[src/rtl/pio_bridge.sv]
module pio_bridge #(
  parameter logic [3:0]  DEF_WIDTH = 4'd8,
  parameter logic [7:0]  HI_ADDR   = 8'hDB,
  parameter logic [7:0]  LO_ADDR   = 8'hDC,
  parameter logic [7:0]  CTL_ADDR  = 8'hDD,
  parameter logic [15:0] CMD_BASE  = 16'h31F0,
  parameter logic [15:0] CTL_PORT  = 16'h33F6
) (
  input  logic        clk,
  input  logic        rst_n,
  input  logic [15:0] x_addr,
  input  logic [7:0]  x_wdata,
  input  logic        x_wr,
  input  logic        x_rd,
  input  logic [7:0]  s_addr,
  input  logic [7:0]  s_wdata,
  input  logic        s_wr,
  output logic [7:0]  s_rdata,
  output logic [2:0]  dsk_addr,
  output logic        dsk_cs0_n,
  output logic        dsk_cs1_n,
  output logic        dsk_rd_n,
  output logic        dsk_wr_n,
  output logic [15:0] dsk_dout,
  output logic        dsk_doe,
  input  logic [15:0] dsk_din
);

  typedef enum logic [1:0] {IDLE, SETUP, STROBE, HOLD} st_t;

  st_t         st;
  logic [3:0]  cnt, width;
  logic [7:0]  hi_q, lo_q;
  logic        done, ovr;
  logic        op_wr, op_wide, op_cmd;
  logic [2:0]  op_addr;
  logic [15:0] op_data;

  wire hit_cmd = (x_addr[15:3] == CMD_BASE[15:3]);
  wire hit_ctl = (x_addr == CTL_PORT);
  wire access  = (x_wr | x_rd) & (hit_cmd | hit_ctl);
  wire busy    = (st != IDLE);
  wire launch  = access & ~busy;
  wire capture = (st == STROBE) && (cnt == 4'd0) && !op_wr;
  wire ctl_wr  = s_wr && (s_addr == CTL_ADDR);

  always_ff @(posedge clk or negedge rst_n) begin
    if (!rst_n) begin
      st      <= IDLE;
      cnt     <= '0;
      op_wr   <= 1'b0;
      op_wide <= 1'b0;
      op_cmd  <= 1'b0;
      op_addr <= '0;
      op_data <= '0;
    end else begin
      case (st)
        IDLE: if (launch) begin
          st      <= SETUP;
          op_wr   <= x_wr;
          op_cmd  <= hit_cmd;
          op_wide <= hit_cmd && (x_addr[2:0] == 3'd0);
          op_addr <= x_addr[2:0];
          op_data <= (hit_cmd && x_addr[2:0] == 3'd0) ? {hi_q, x_wdata} : {8'h00, x_wdata};
        end
        SETUP: begin
          st  <= STROBE;
          cnt <= width - 4'd1;
        end
        STROBE: begin
          if (cnt == 4'd0) st <= HOLD;
          else cnt <= cnt - 4'd1;
        end
        default: st <= IDLE;
      endcase
    end
  end

  always_ff @(posedge clk or negedge rst_n) begin
    if (!rst_n) begin
      hi_q  <= '0;
      lo_q  <= '0;
      done  <= 1'b0;
      ovr   <= 1'b0;
      width <= DEF_WIDTH;
    end else begin
      if (capture && op_wide)             hi_q <= dsk_din[15:8];
      else if (s_wr && s_addr == HI_ADDR) hi_q <= s_wdata;
      if (capture)                        lo_q <= dsk_din[7:0];
      else if (s_wr && s_addr == LO_ADDR) lo_q <= s_wdata;
      if (launch)           done <= 1'b0;
      else if (st == HOLD)  done <= 1'b1;
      if (access && busy)             ovr <= 1'b1;
      else if (ctl_wr && s_wdata[1])  ovr <= 1'b0;
      if (ctl_wr) width <= s_wdata[7:4];
    end
  end

  always_comb begin
    case (s_addr)
      HI_ADDR:  s_rdata = hi_q;
      LO_ADDR:  s_rdata = lo_q;
      CTL_ADDR: s_rdata = {width, 2'b00, ovr, done};
      default:  s_rdata = 8'h00;
    endcase
  end

  assign dsk_cs0_n = ~(busy & op_cmd);
  assign dsk_cs1_n = ~(busy & ~op_cmd);
  assign dsk_addr  = busy ? op_addr : 3'd0;
  assign dsk_rd_n  = ~((st == STROBE) & ~op_wr);
  assign dsk_wr_n  = ~((st == STROBE) & op_wr);
  assign dsk_doe   = busy & op_wr;
  assign dsk_dout  = dsk_doe ? op_data : 16'h0000;

  a_r8_setup: assert property (@(posedge clk) disable iff (!rst_n)
    ($fell(dsk_rd_n) || $fell(dsk_wr_n)) |-> $past(!dsk_cs0_n || !dsk_cs1_n));
  a_r8_hold: assert property (@(posedge clk) disable iff (!rst_n)
    ($rose(dsk_rd_n) || $rose(dsk_wr_n)) |-> (!dsk_cs0_n || !dsk_cs1_n));
  a_r9_cs_excl: assert property (@(posedge clk) disable iff (!rst_n)
    !(!dsk_cs0_n && !dsk_cs1_n));
  a_r7_done_clear: assert property (@(posedge clk) disable iff (!rst_n)
    $fell(done) |-> $past(launch));
  a_r7_done_set: assert property (@(posedge clk) disable iff (!rst_n)
    $rose(done) |-> ($past(st == HOLD) && dsk_rd_n && dsk_wr_n));
  a_r10_ovr_set: assert property (@(posedge clk) disable iff (!rst_n)
    $rose(ovr) |-> $past(access && busy));
  a_r3_doe_write: assert property (@(posedge clk) disable iff (!rst_n)
    !dsk_wr_n |-> (dsk_doe && dsk_rd_n));

endmodule

[config.mk]
export PLATFORM = sky130hd
export DESIGN_NAME = pio_bridge
export DESIGN_NICKNAME = d
export VERILOG_FILES = /design/src/rtl/pio_bridge.sv
export SDC_FILE = /design/constraint.sdc
export NUM_CORES = 1
export LEC_CHECK = 0
export BUFFER_PORTS_ARGS = -buffer_cell sky130_fd_sc_hd__buf_2
export CAP_MARGIN = 20
export CORE_UTILIZATION = 50
export CTS_CLUSTER_DIAMETER = 50
export DETAILED_ROUTE_END_ITERATION = 8
export PLACE_DENSITY = 0.8
export SLEW_MARGIN = 0
export SYNTH_ARGS = -nofsm -noshare
export SYNTH_HDL_FRONTEND = slang
export SYNTH_SLANG_ARGS = --single-unit
[constraint.sdc]
create_clock -name clk -period 2.3 [get_ports clk]
set_clock_uncertainty 0.05 [all_clocks]
set_input_delay 0.115 -clock clk [delete_from_list [all_inputs] [get_ports clk]]
set_output_delay 0.115 -clock clk [all_outputs]
set_load 0.005 [all_outputs]
==> results of run 1 <==
==> layout make-up <==
type,count,share of cell area [%]
Multi-Input combinational cell,181,39.2
Timing Repair Buffer,116,18.8
Sequential cell,50,35.2
Clock buffer,7,2.14
Tap cell,70,2.46
Inverter,13,1.37
Clock inverter,1,0.843
==> synth_stat cells, types with 2 or more instances <==
master / instances / area share [%]
a31oi_1: 2 / 0.46
a22o_1: 2 / 0.64
nor3_2: 2 / 0.73
a21oi_1: 10 / 1.8
mux2_2: 27 / 11
nor2b_1: 4 / 0.91
mux2_4: 8 / 4.4
nand2_1: 30 / 4.1
nand3b_1: 2 / 0.55
ha_1: 5 / 2.3
nor2_1: 11 / 1.5
a22oi_1: 6 / 1.6
nand3_1: 2 / 0.37
mux2i_1: 20 / 7.3
or3_1: 2 / 0.46
o2bb2ai_1: 2 / 0.64
o21ai_0: 4 / 0.73
nand4bb_1: 2 / 0.82
dfrtp_1: 49 / 45
nor3_1: 5 / 0.91
clkbuf_1: 6 / 0.82
and2_1: 16 / 3.7
inv_1: 13 / 1.8
nand2b_1: 5 / 1.1
==> logic make-up after synthesis <==
group | Yosys count | synth area share [%]
DFF | 50 | 45.8
buffers and inverters | 21 | 3.20
xor gates and xnor gates | 2 | 0.640
and+or+nand+nor | 89 | 18.2
AOI/OAI and AO/OA | 30 | 7.04
adders and majority gates | 5 | 2.29
muxes | 55 | 22.8
==> layer usage <==
| layer | track usage, % | up-vias | part of all wire, % |
|---|---|---|---|
| met1 | 28.1 | 1050 | 45 |
| met3 | 4.67 | 4 | 4.4 |
| li1 | - | 1108 | - |
| met2 | 37.7 | 72 | 50 |
| met5 | 0 | - | 0 |
| met4 | 5.96 | 0 | 0.77 |
==> cell usage in the layout, fill, tap and decap left out, types with 2 or more instances in the layout <==
master          n
a22o_1          2
nor2b_1         4
a31oi_1         2
a21oi_1        10
nor3_1          5
nand3_1         2
nand4bb_1       2
a22oi_1         6
mux2i_1        20
dfrtp_1        49
nand3b_1        2
and2_1         16
clkbuf_1        2
dlygate4sd3_1  12
buf_4          12
ha_1            5
o2bb2ai_1       2
or3_1           2
nor3_2          2
mux2_4          8
o21ai_0         4
buf_2          92
inv_1          13
mux2_2         27
clkbuf_8        5
nand2b_1        5
nand2_1        30
nor2_1         11
==> registers in the layout (all words and copies together) (netlist names) <==
name / cells
op_cmd: 1
op_addr: 3
done: 1
op_data: 16
hi_q: 8
lo_q: 8
cnt: 4
ovr: 1
op_wr: 1
width: 4
st: 2
op_wide: 1
==> stage by stage <==
step	setup WS [ns]	hold slack [ns]	instance area (sq um)	total power, mW	std cells
after global placement	0.434	0.0383	3340	1.75	418
after detailed placement	0.404	0.0361	3340	1.79	418
after floorplan	0.420	-0.231	2740	1.55	252
after global routing	0.146	0.00593	3560	2.54	438
final	0.381	0.00172	3560	2.38	438
after CTS	0.382	0.000341	3540	2.40	436
==> worst reg2reg max path: stages, from the launching register on <==
cell and delay, ns:
dfrtp_1 0.43, inv_1 0.12, ha_1 0.21, nand2b_1 0.11
or3_1 0.61, nor2_1 0.20, a21oi_1 0.06
==> what timing repair did <==
item,CTS,global route
setup endpoints to repair,0,0
setup buffers,0,0
endpoints found under the hold margin,26,2
hold buffers,10,2
gates resized for setup,0,0
==> power by group through the flow <==
| stage | Clock (mW) | Sequential, mW | Combinational (mW) |
|---|---|---|---|
| after floorplan | 0 | 1.11 | 0.437 |
| after global placement | 0 | 1.13 | 0.616 |
| after detailed placement | 0 | 1.15 | 0.641 |
| after CTS | 0.613 | 1.13 | 0.653 |
| after global routing | 0.646 | 1.15 | 0.746 |
| final | 0.600 | 1.13 | 0.652 |
==> worst min-delay path by stage <==
| stage | from | endpoint | slack (ns) | depth (start not counted) |
|---|---|---|---|---|
| after floorplan | rst_n | cnt[0] | -0.23 | 0 |
| after global placement | rst_n | lo_q[5] | 0.04 | 1 |
| after detailed placement | rst_n | lo_q[5] | 0.04 | 1 |
| after CTS | dsk_din[11] | hi_q[3] | 0.0003 | 2 |
| after global routing | dsk_din[8] | hi_q[0] | 0.006 | 2 |
| final | x_wdata[2] | op_data[2] | 0.002 | 2 |
==> results_dict.tcl, run 1 <==
set metrics [dict create \
    outcome "finished, final reports clean" \
    worstMarginPinSlew_ns 0.812 \
    synth_edf_count 0 \
    io_buffers 92 \
    pwr_density_cell_nw_per_um2 669 \
    crit_required_ns 2.41 \
    cap_viol_max_count 0 \
    crit_type "register to register" \
    fmax_mhz 521 \
    area_growth_pct 30.2 \
    r2r_end "lo_q[1]" \
    rsz0062_at_grt "no" \
    area.sequential_sq_um 1250 \
    min_period_ns 1.92 \
    peakVddDrop_mv 0.544 \
    drtIter0Drc 90 \
    yosysSeqAreaShare_pct 45.8 \
    setup_viol 0 \
    grt_pass1_wl_mm 10.1 \
    cts_root_buf "clkbuf_8" \
    antenna_found_initial 0 \
    antennaDiodeCount 0 \
    startpoint_type "register" \
    hold_class "input pin to register" \
    ant_nets 0 \
    r2r_slack_ns 0.38 \
    clk-insertion-delay-late_ns 0.30 \
    cts_tree "done" \
    start_util_pct 52.6 \
    track_usage_pct 21.9 \
    cts.clk_slew.worst_paths_ns 0.08 \
    cp.arrival_ns 2.03 \
    path_delay_family "simple AND/OR/NAND/NOR gates" \
    period_share_pct 83.4 \
    vias 2234 \
    gp_congestion 0.826 \
    fp.dieArea_sq_um 5770 \
    fin_nets 433 \
    wire_per_inst_um 13.7 \
    worst-path-stages 6 \
    vias_per_cell 5.10 \
    grt-ovfl-total 0 \
    ff2ff_path_depth 6 \
    ys_types 41 \
    cp_max_fo 16 \
    dr.pass1.iters 4 \
    synth_nets 318 \
    core-area_sq_um 5200 \
    synthArstFlopShare_pct 100 \
    worst_path_largest_cell_delay_ns 0.61 \
    grt_pass1_vias 2277 \
    ctsLongestPathBuffers 2 \
    clock-sinks 50 \
    p_int_mw 1.68 \
    switching_share_pct 29.3 \
    ys.flop_type "dfrtp_1" \
    die_width_um 76.0 \
    n_fill_cell 408 \
    p_clk_share_pct 25.2 \
    slew_viol_final 0 \
    cpMaxStageDelayCell "or3_1" \
    seqPwrFrac_pct 47.5 \
    fin_tns_setup_ns 0 \
    endpoint_kind "register" \
    p_sw_mw 0.699 \
    leakage_nw 1.88 \
    critPathLaunch "st[0]" \
    htree_levels 2 \
    wirelength_mm 5.99 \
    multi_input_area_sq_um 1400 \
    ys_ff_latch 50 \
    io_pins 93 \
    place_hpwl_mm 4.40 \
    crit_end "lo_q[1]" \
    cp_cell_sequence "inv_1 -> ha_1 -> nand2b_1 -> or3_1 -> nor2_1 -> a21oi_1" \
    worstReg2RegStart "st[0]" \
    p_comb_share_pct 27.3 \
    post-route-drc-count 0 \
    drive_above_1_share_pct 41.3 \
    numCtsBuffers 5 \
    yosysWarningCount 0 \
    synth.avg_cell_area_sq_um 10.9 \
    grt_max_degree 23 \
    placementRows 26 \
    utilization_pct 68.4 \
    path_buf_inv 1 \
    finalHoldViolCount 0 \
    netlist_area_sq_um 2740 \
    dieHeight_um 76.0 \
    synthCells 252 \
    relSlewSlack_pct 45.5 \
]
No activity file was read; power rests on OpenSTA's default activity.
==> run 2, diff against run 1 <==
CORE_UTILIZATION = 45   (was 50)
PLACE_DENSITY = 0.76   (was 0.8)
clock period = 1.6 ns   (was 2.3 ns; I/O delays follow)
==> run 2 against run 1 <==
Effect of this change: the flow now finishes with violations (setup timing); critical path depth increased by 2; largest cell class unchanged; largest power group is now combinational logic; first-iteration DRC count increased by 46%; register-to-register slack got worse by 0.51 ns; setup slack got worse by 0.63 ns.
==> results_dict.tcl, run 2 (synthesis gave the netlist of run 1 again) <==
set metrics [dict create \
    cts_tree "done" \
    wire_per_inst_um 17.1 \
    cp_common_cell "buf_6" \
    vias_per_cell 5.18 \
    layout_commonest_cell "buf_2" \
    min_period_ns 1.85 \
    clk-insertion-delay-late_ns 0.30 \
    fin_tns_setup_ns -6.05 \
    top_register "op_data" \
    ant_nets 0 \
    antenna_found_initial 0 \
    placementRows 28 \
    cp.arrival_ns 1.72 \
    placed_area_sq_um 3520 \
    ctsLongestPathBuffers 2 \
    die_width_um 80.0 \
    drtIter0Drc 131 \
    area_growth_pct 65.8 \
    largestRegisters "op_data: 16 flops, hi_q: 8 flops, lo_q: 8 flops" \
    leakage_nw 2.31 \
    worst_path_largest_cell_delay_ns 0.39 \
    worstMarginPinSlew_ns 0.553 \
    setup_viol 59 \
    cp_cell_sequence "inv_2 -> buf_6 -> ha_4 -> buf_6 -> nor2b_4 -> buf_6 -> and2_4 -> buf_6" \
    path_buf_inv 5 \
    startpoint_type "register" \
    peakVddDrop_mv 0.611 \
    relSlewSlack_pct 63.2 \
    outcome "complete, but fails checks" \
    path_delay_family "buffers and inverters" \
    io_buffers 92 \
    grt_pass1_vias 2528 \
    slew_viol_final 0 \
    antennaDiodeCount 0 \
    finalHoldViolCount 0 \
    setup_slack_ns -0.251 \
    dr.pass1.iters 4 \
    crit_type "register to output port" \
    place_hpwl_mm 4.95 \
    cpMaxStageDelayCell "dfrtp_1" \
    io_pins 93 \
    vias 2606 \
    final_cell_mix "buf_2, dfrtp_1, buf_4" \
    grt-ovfl-total 0 \
    whs_ns 0.0188 \
    grt_max_degree 25 \
    fp.dieArea_sq_um 6400 \
    htree_levels 2 \
    fin_nets 494 \
    track_usage_pct 24.2 \
    numCtsBuffers 5 \
    final_area_sq_um 4540 \
    cts.clk_slew.worst_paths_ns 0.09 \
    grt_pass1_wl_mm 11.8 \
    drive_above_1_share_pct 56.3 \
    core-area_sq_um 5890 \
    area.sequential_sq_um 1250 \
    crit_required_ns 1.47 \
    cp_max_fo 8 \
    cts_root_buf "clkbuf_8" \
    dieHeight_um 80.0 \
    rsz0062_at_grt "yes" \
    fmax_mhz 540 \
    n_fill_cell 350 \
    cap_viol_max_count 0 \
    start_util_pct 46.5 \
    gp_congestion 0.778 \
    period_share_pct 116 \
    clock-sinks 50 \
    endpoint_kind "output port" \
    hold_class "input pin to register" \
    wirelength_mm 8.61 \
    post-route-drc-count 0 \
    violations "setup timing" \
    largest_register_ffs 16 \
    multi_input_area_sq_um 1650 \
    dp_slack_ns -0.141 \
    pwr_density_cell_nw_per_um2 993 \
]
## run 2: cell types whose count changed in the layout (fill, tap and decap cells not counted), sizes merged
cell           delta
dlymetal6s4s      +1
dlygate4sd3      +16
clkdlybuf4s15     +1
clkbuf            +1
buf              +41
## run 2: cell type report
cell class / instances / share of cell area, %
multi-input cells: 181 / 36.3
repair buffers: 177 / 30.4
flip-flops and latches: 50 / 27.6
well taps: 75 / 2.07
clock buffers: 6 / 1.82
inverters: 13 / 1.13
clock inverters: 1 / 0.662
## run 2: metrics by stage
step	total power [mW]	instances	util [%]
after floorplan	2.28	252	-
after global placement	2.70	442	59.8
after detailed placement	2.75	442	59.8
after CTS	4.02	486	70.5
after global routing	4.73	503	77.1
final	4.50	503	77.1
## run 2: worst reg2reg max path: cells and delay by family, from the launching register on
| family | cells | cell delay (ns) |
|---|---|---|
| compound gates | 2 | 0.14 |
| simple gates | 1 | 0.09 |
| flops | 1 | 0.40 |
| xor+xnor | 1 | 0.11 |
| fa+ha+maj | 2 | 0.40 |
| mux | 1 | 0.31 |
| buf+inv | 1 | 0.13 |
## run 2: path summary, 6_finish.rpt
kind                               end  slack, ns       start  depth (start not counted)
setup / recovery           dsk_dout[6]      -0.25       st[0]                          8
setup reg to reg                cnt[2]      -0.13       st[1]                          8
hold reg to reg                    ovr       0.46         ovr                          1
hold / removal                width[0]       0.02  s_wdata[4]                          2
min in group asynchronous  op_data[10]       0.26       rst_n                          2
max in group asynchronous     width[3]       0.64       rst_n                          3
## run 2: layer usage
| layer | up-vias | share of wire (%) | GRT usage, % |
|---|---|---|---|
| met5 | - | 0 | 0 |
| met4 | 0 | 1.3 | 5.71 |
| met3 | 12 | 4.6 | 4.23 |
| met2 | 85 | 55 | 45.0 |
| met1 | 1278 | 39 | 28.8 |
| li1 | 1231 | - | - |
## run 2: power by group
group	switching, mW	internal, mW	total [mW]
Combinational	0.822	1.12	1.95
Sequential	0.166	1.47	1.63
Clock	0.425	0.501	0.926
Total	1.41	3.09	4.50
## run 2: what timing repair did
action                                  4_1_cts  5_1_grt
pin swaps                                    21        9
hold buffers                                 29        0
hold endpoints to repair                     49        0
gates resized for setup                      42       52
endpoints found under the setup margin       36       61
cloned                                        2        4
buffers inserted                              6       16
==> run 3, diff against run 2 <==
SETUP_SLACK_MARGIN = 0.02   (was default)
==> run 3 against run 2 <==
Effect of this change: the flow still finishes with violations (setup timing); sequential share of layout area up 1.1 points; via count down 2.3%; setup slack improved by 0.039 ns; combinational power is 7% lower; clock power shrank 2.4%; non-clock buffer count shrank 10; critical path depth unchanged; sequential power about the same; core utilization shrank 2.8 points; highest routed layer unchanged.
==> results_dict.tcl, run 3 (synthesis gave the netlist of run 1 again) <==
set metrics [dict create \
    fin_nets 485 \
    top_register "op_data" \
    cap_viol_max_count 0 \
    cp_max_fo 8 \
    endpoint_kind "output port" \
    setup_viol 40 \
    min_period_ns 1.81 \
    final_cell_mix "buf_2, dfrtp_1, buf_4" \
    relSlewSlack_pct 71.5 \
    finalHoldViolCount 0 \
    peakVddDrop_mv 0.633 \
    die_width_um 80.0 \
    antenna_found_initial 0 \
    fp.dieArea_sq_um 6400 \
    largestRegisters "op_data: 16 flops, hi_q: 8 flops, lo_q: 8 flops" \
    drtIter0Drc 97 \
    violations "setup timing" \
    rsz0062_at_grt "yes" \
    placed_area_sq_um 3550 \
    pwr_density_cell_nw_per_um2 996 \
    cts.clk_slew.worst_paths_ns 0.10 \
    layout_commonest_cell "buf_2" \
    crit_type "register to output port" \
    hold_class "input pin to register" \
    worstMarginPinSlew_ns 0.424 \
    cp.arrival_ns 1.68 \
    setup_slack_ns -0.212 \
    leakage_nw 2.19 \
    outcome "complete, but fails checks" \
    clk-insertion-delay-late_ns 0.31 \
    grt-ovfl-total 0 \
    post-route-drc-count 0 \
    wire_per_inst_um 16.1 \
    core-area_sq_um 5890 \
    dieHeight_um 80.0 \
    track_usage_pct 24.6 \
    io_buffers 92 \
    vias_per_cell 5.14 \
    clock-sinks 50 \
    ant_nets 0 \
    largest_register_ffs 16 \
    drive_above_1_share_pct 54.0 \
    ctsLongestPathBuffers 2 \
    start_util_pct 46.5 \
    startpoint_type "register" \
    io_pins 93 \
    dr.pass1.iters 4 \
    placementRows 28 \
    slew_viol_final 0 \
    crit_required_ns 1.47 \
    vias 2546 \
    cts_tree "done" \
    grt_pass1_wl_mm 12.0 \
    area_growth_pct 59.7 \
    numCtsBuffers 5 \
    final_area_sq_um 4370 \
    gp_congestion 0.793 \
    cts_root_buf "clkbuf_8" \
    place_hpwl_mm 4.78 \
    period_share_pct 113 \
    grt_pass1_vias 2597 \
    fmax_mhz 552 \
    dp_slack_ns -0.154 \
    grt_max_degree 51 \
    antennaDiodeCount 0 \
    wirelength_mm 7.98 \
    htree_levels 2 \
]
run 3: cell types whose count changed in the layout (fill, tap and decap cells not counted), sizes merged:
cell,change
clkbuf,-2
nand3,+1
dlymetal6s4s,-1
buf,-7
dlygate4sd3,+1
clkdlybuf4s15,-1
clkinvlp,+1
run 3: timing repair:
action	4_1_cts	5_1_grt
buffers inserted	10	6
pin swaps	13	16
hold endpoints to repair	78	0
hold buffers	29	0
cloned	1	2
endpoints found under the setup margin	50	68
gates resized for setup	35	44
run 3: power by group:
part / switching (mW) / internal, mW
registers: 0.156 / 1.47
clock network: 0.436 / 0.467
logic: 0.764 / 1.06
run 3: metal layers:
metal | GRT usage, % | share of wire [%] | vias to the layer above
met5 | 0 | 0 | -
met4 | 6.43 | 1.1 | 0
met3 | 5.03 | 3.8 | 12
met2 | 44.4 | 54 | 75
met1 | 29.5 | 41 | 1241
li1 | - | - | 1218
run 3: metrics by stage:
stage | std cells | hold slack (ns) | util, % | power (mW) | setup TNS [ns]
floorplan | 252 | -0.266 | - | 2.29 | -0.719
global placement | 443 | 0.0403 | 60.4 | 2.74 | -0.887
detailed placement | 443 | 0.0411 | 60.4 | 2.80 | -1.41
CTS | 491 | 0.000151 | 71.1 | 4.12 | -4.37
global route | 495 | 0.00273 | 74.2 | 4.59 | -9.09
finish | 495 | 0.0161 | 74.2 | 4.35 | -4.96
run 3: worst paths after layout:
check,cells after the start,slack [ns],from,to
setup / recovery,8,-0.21,st[0],dsk_dout[7]
hold / removal,2,0.02,s_wdata[5],width[1]
setup reg to reg,9,-0.15,st[0],cnt[2]
max in group asynchronous,3,0.98,rst_n,width[3]
hold reg to reg,1,0.46,op_addr[1],op_addr[1]
min in group asynchronous,3,0.22,rst_n,op_data[6]
run 3: area by class of cell:
cell class	count	area, sq um
clock buffers	6	72.6
clock inverters	2	37.5
fillers	382	1520
inverters	13	51.3
multi-input cells	182	1590
flip-flops and latches	50	1250
well taps	75	93.8
repair buffers	167	1270
run 3: worst max-delay path, cell delays in order (launching register included):
cell,delay [ns]
dfrtp_1,0.37
inv_2,0.05
buf_6,0.12
ha_4,0.16
buf_6,0.12
nor2b_4,0.16
buf_6,0.16
and2_4,0.15
buf_6,0.09
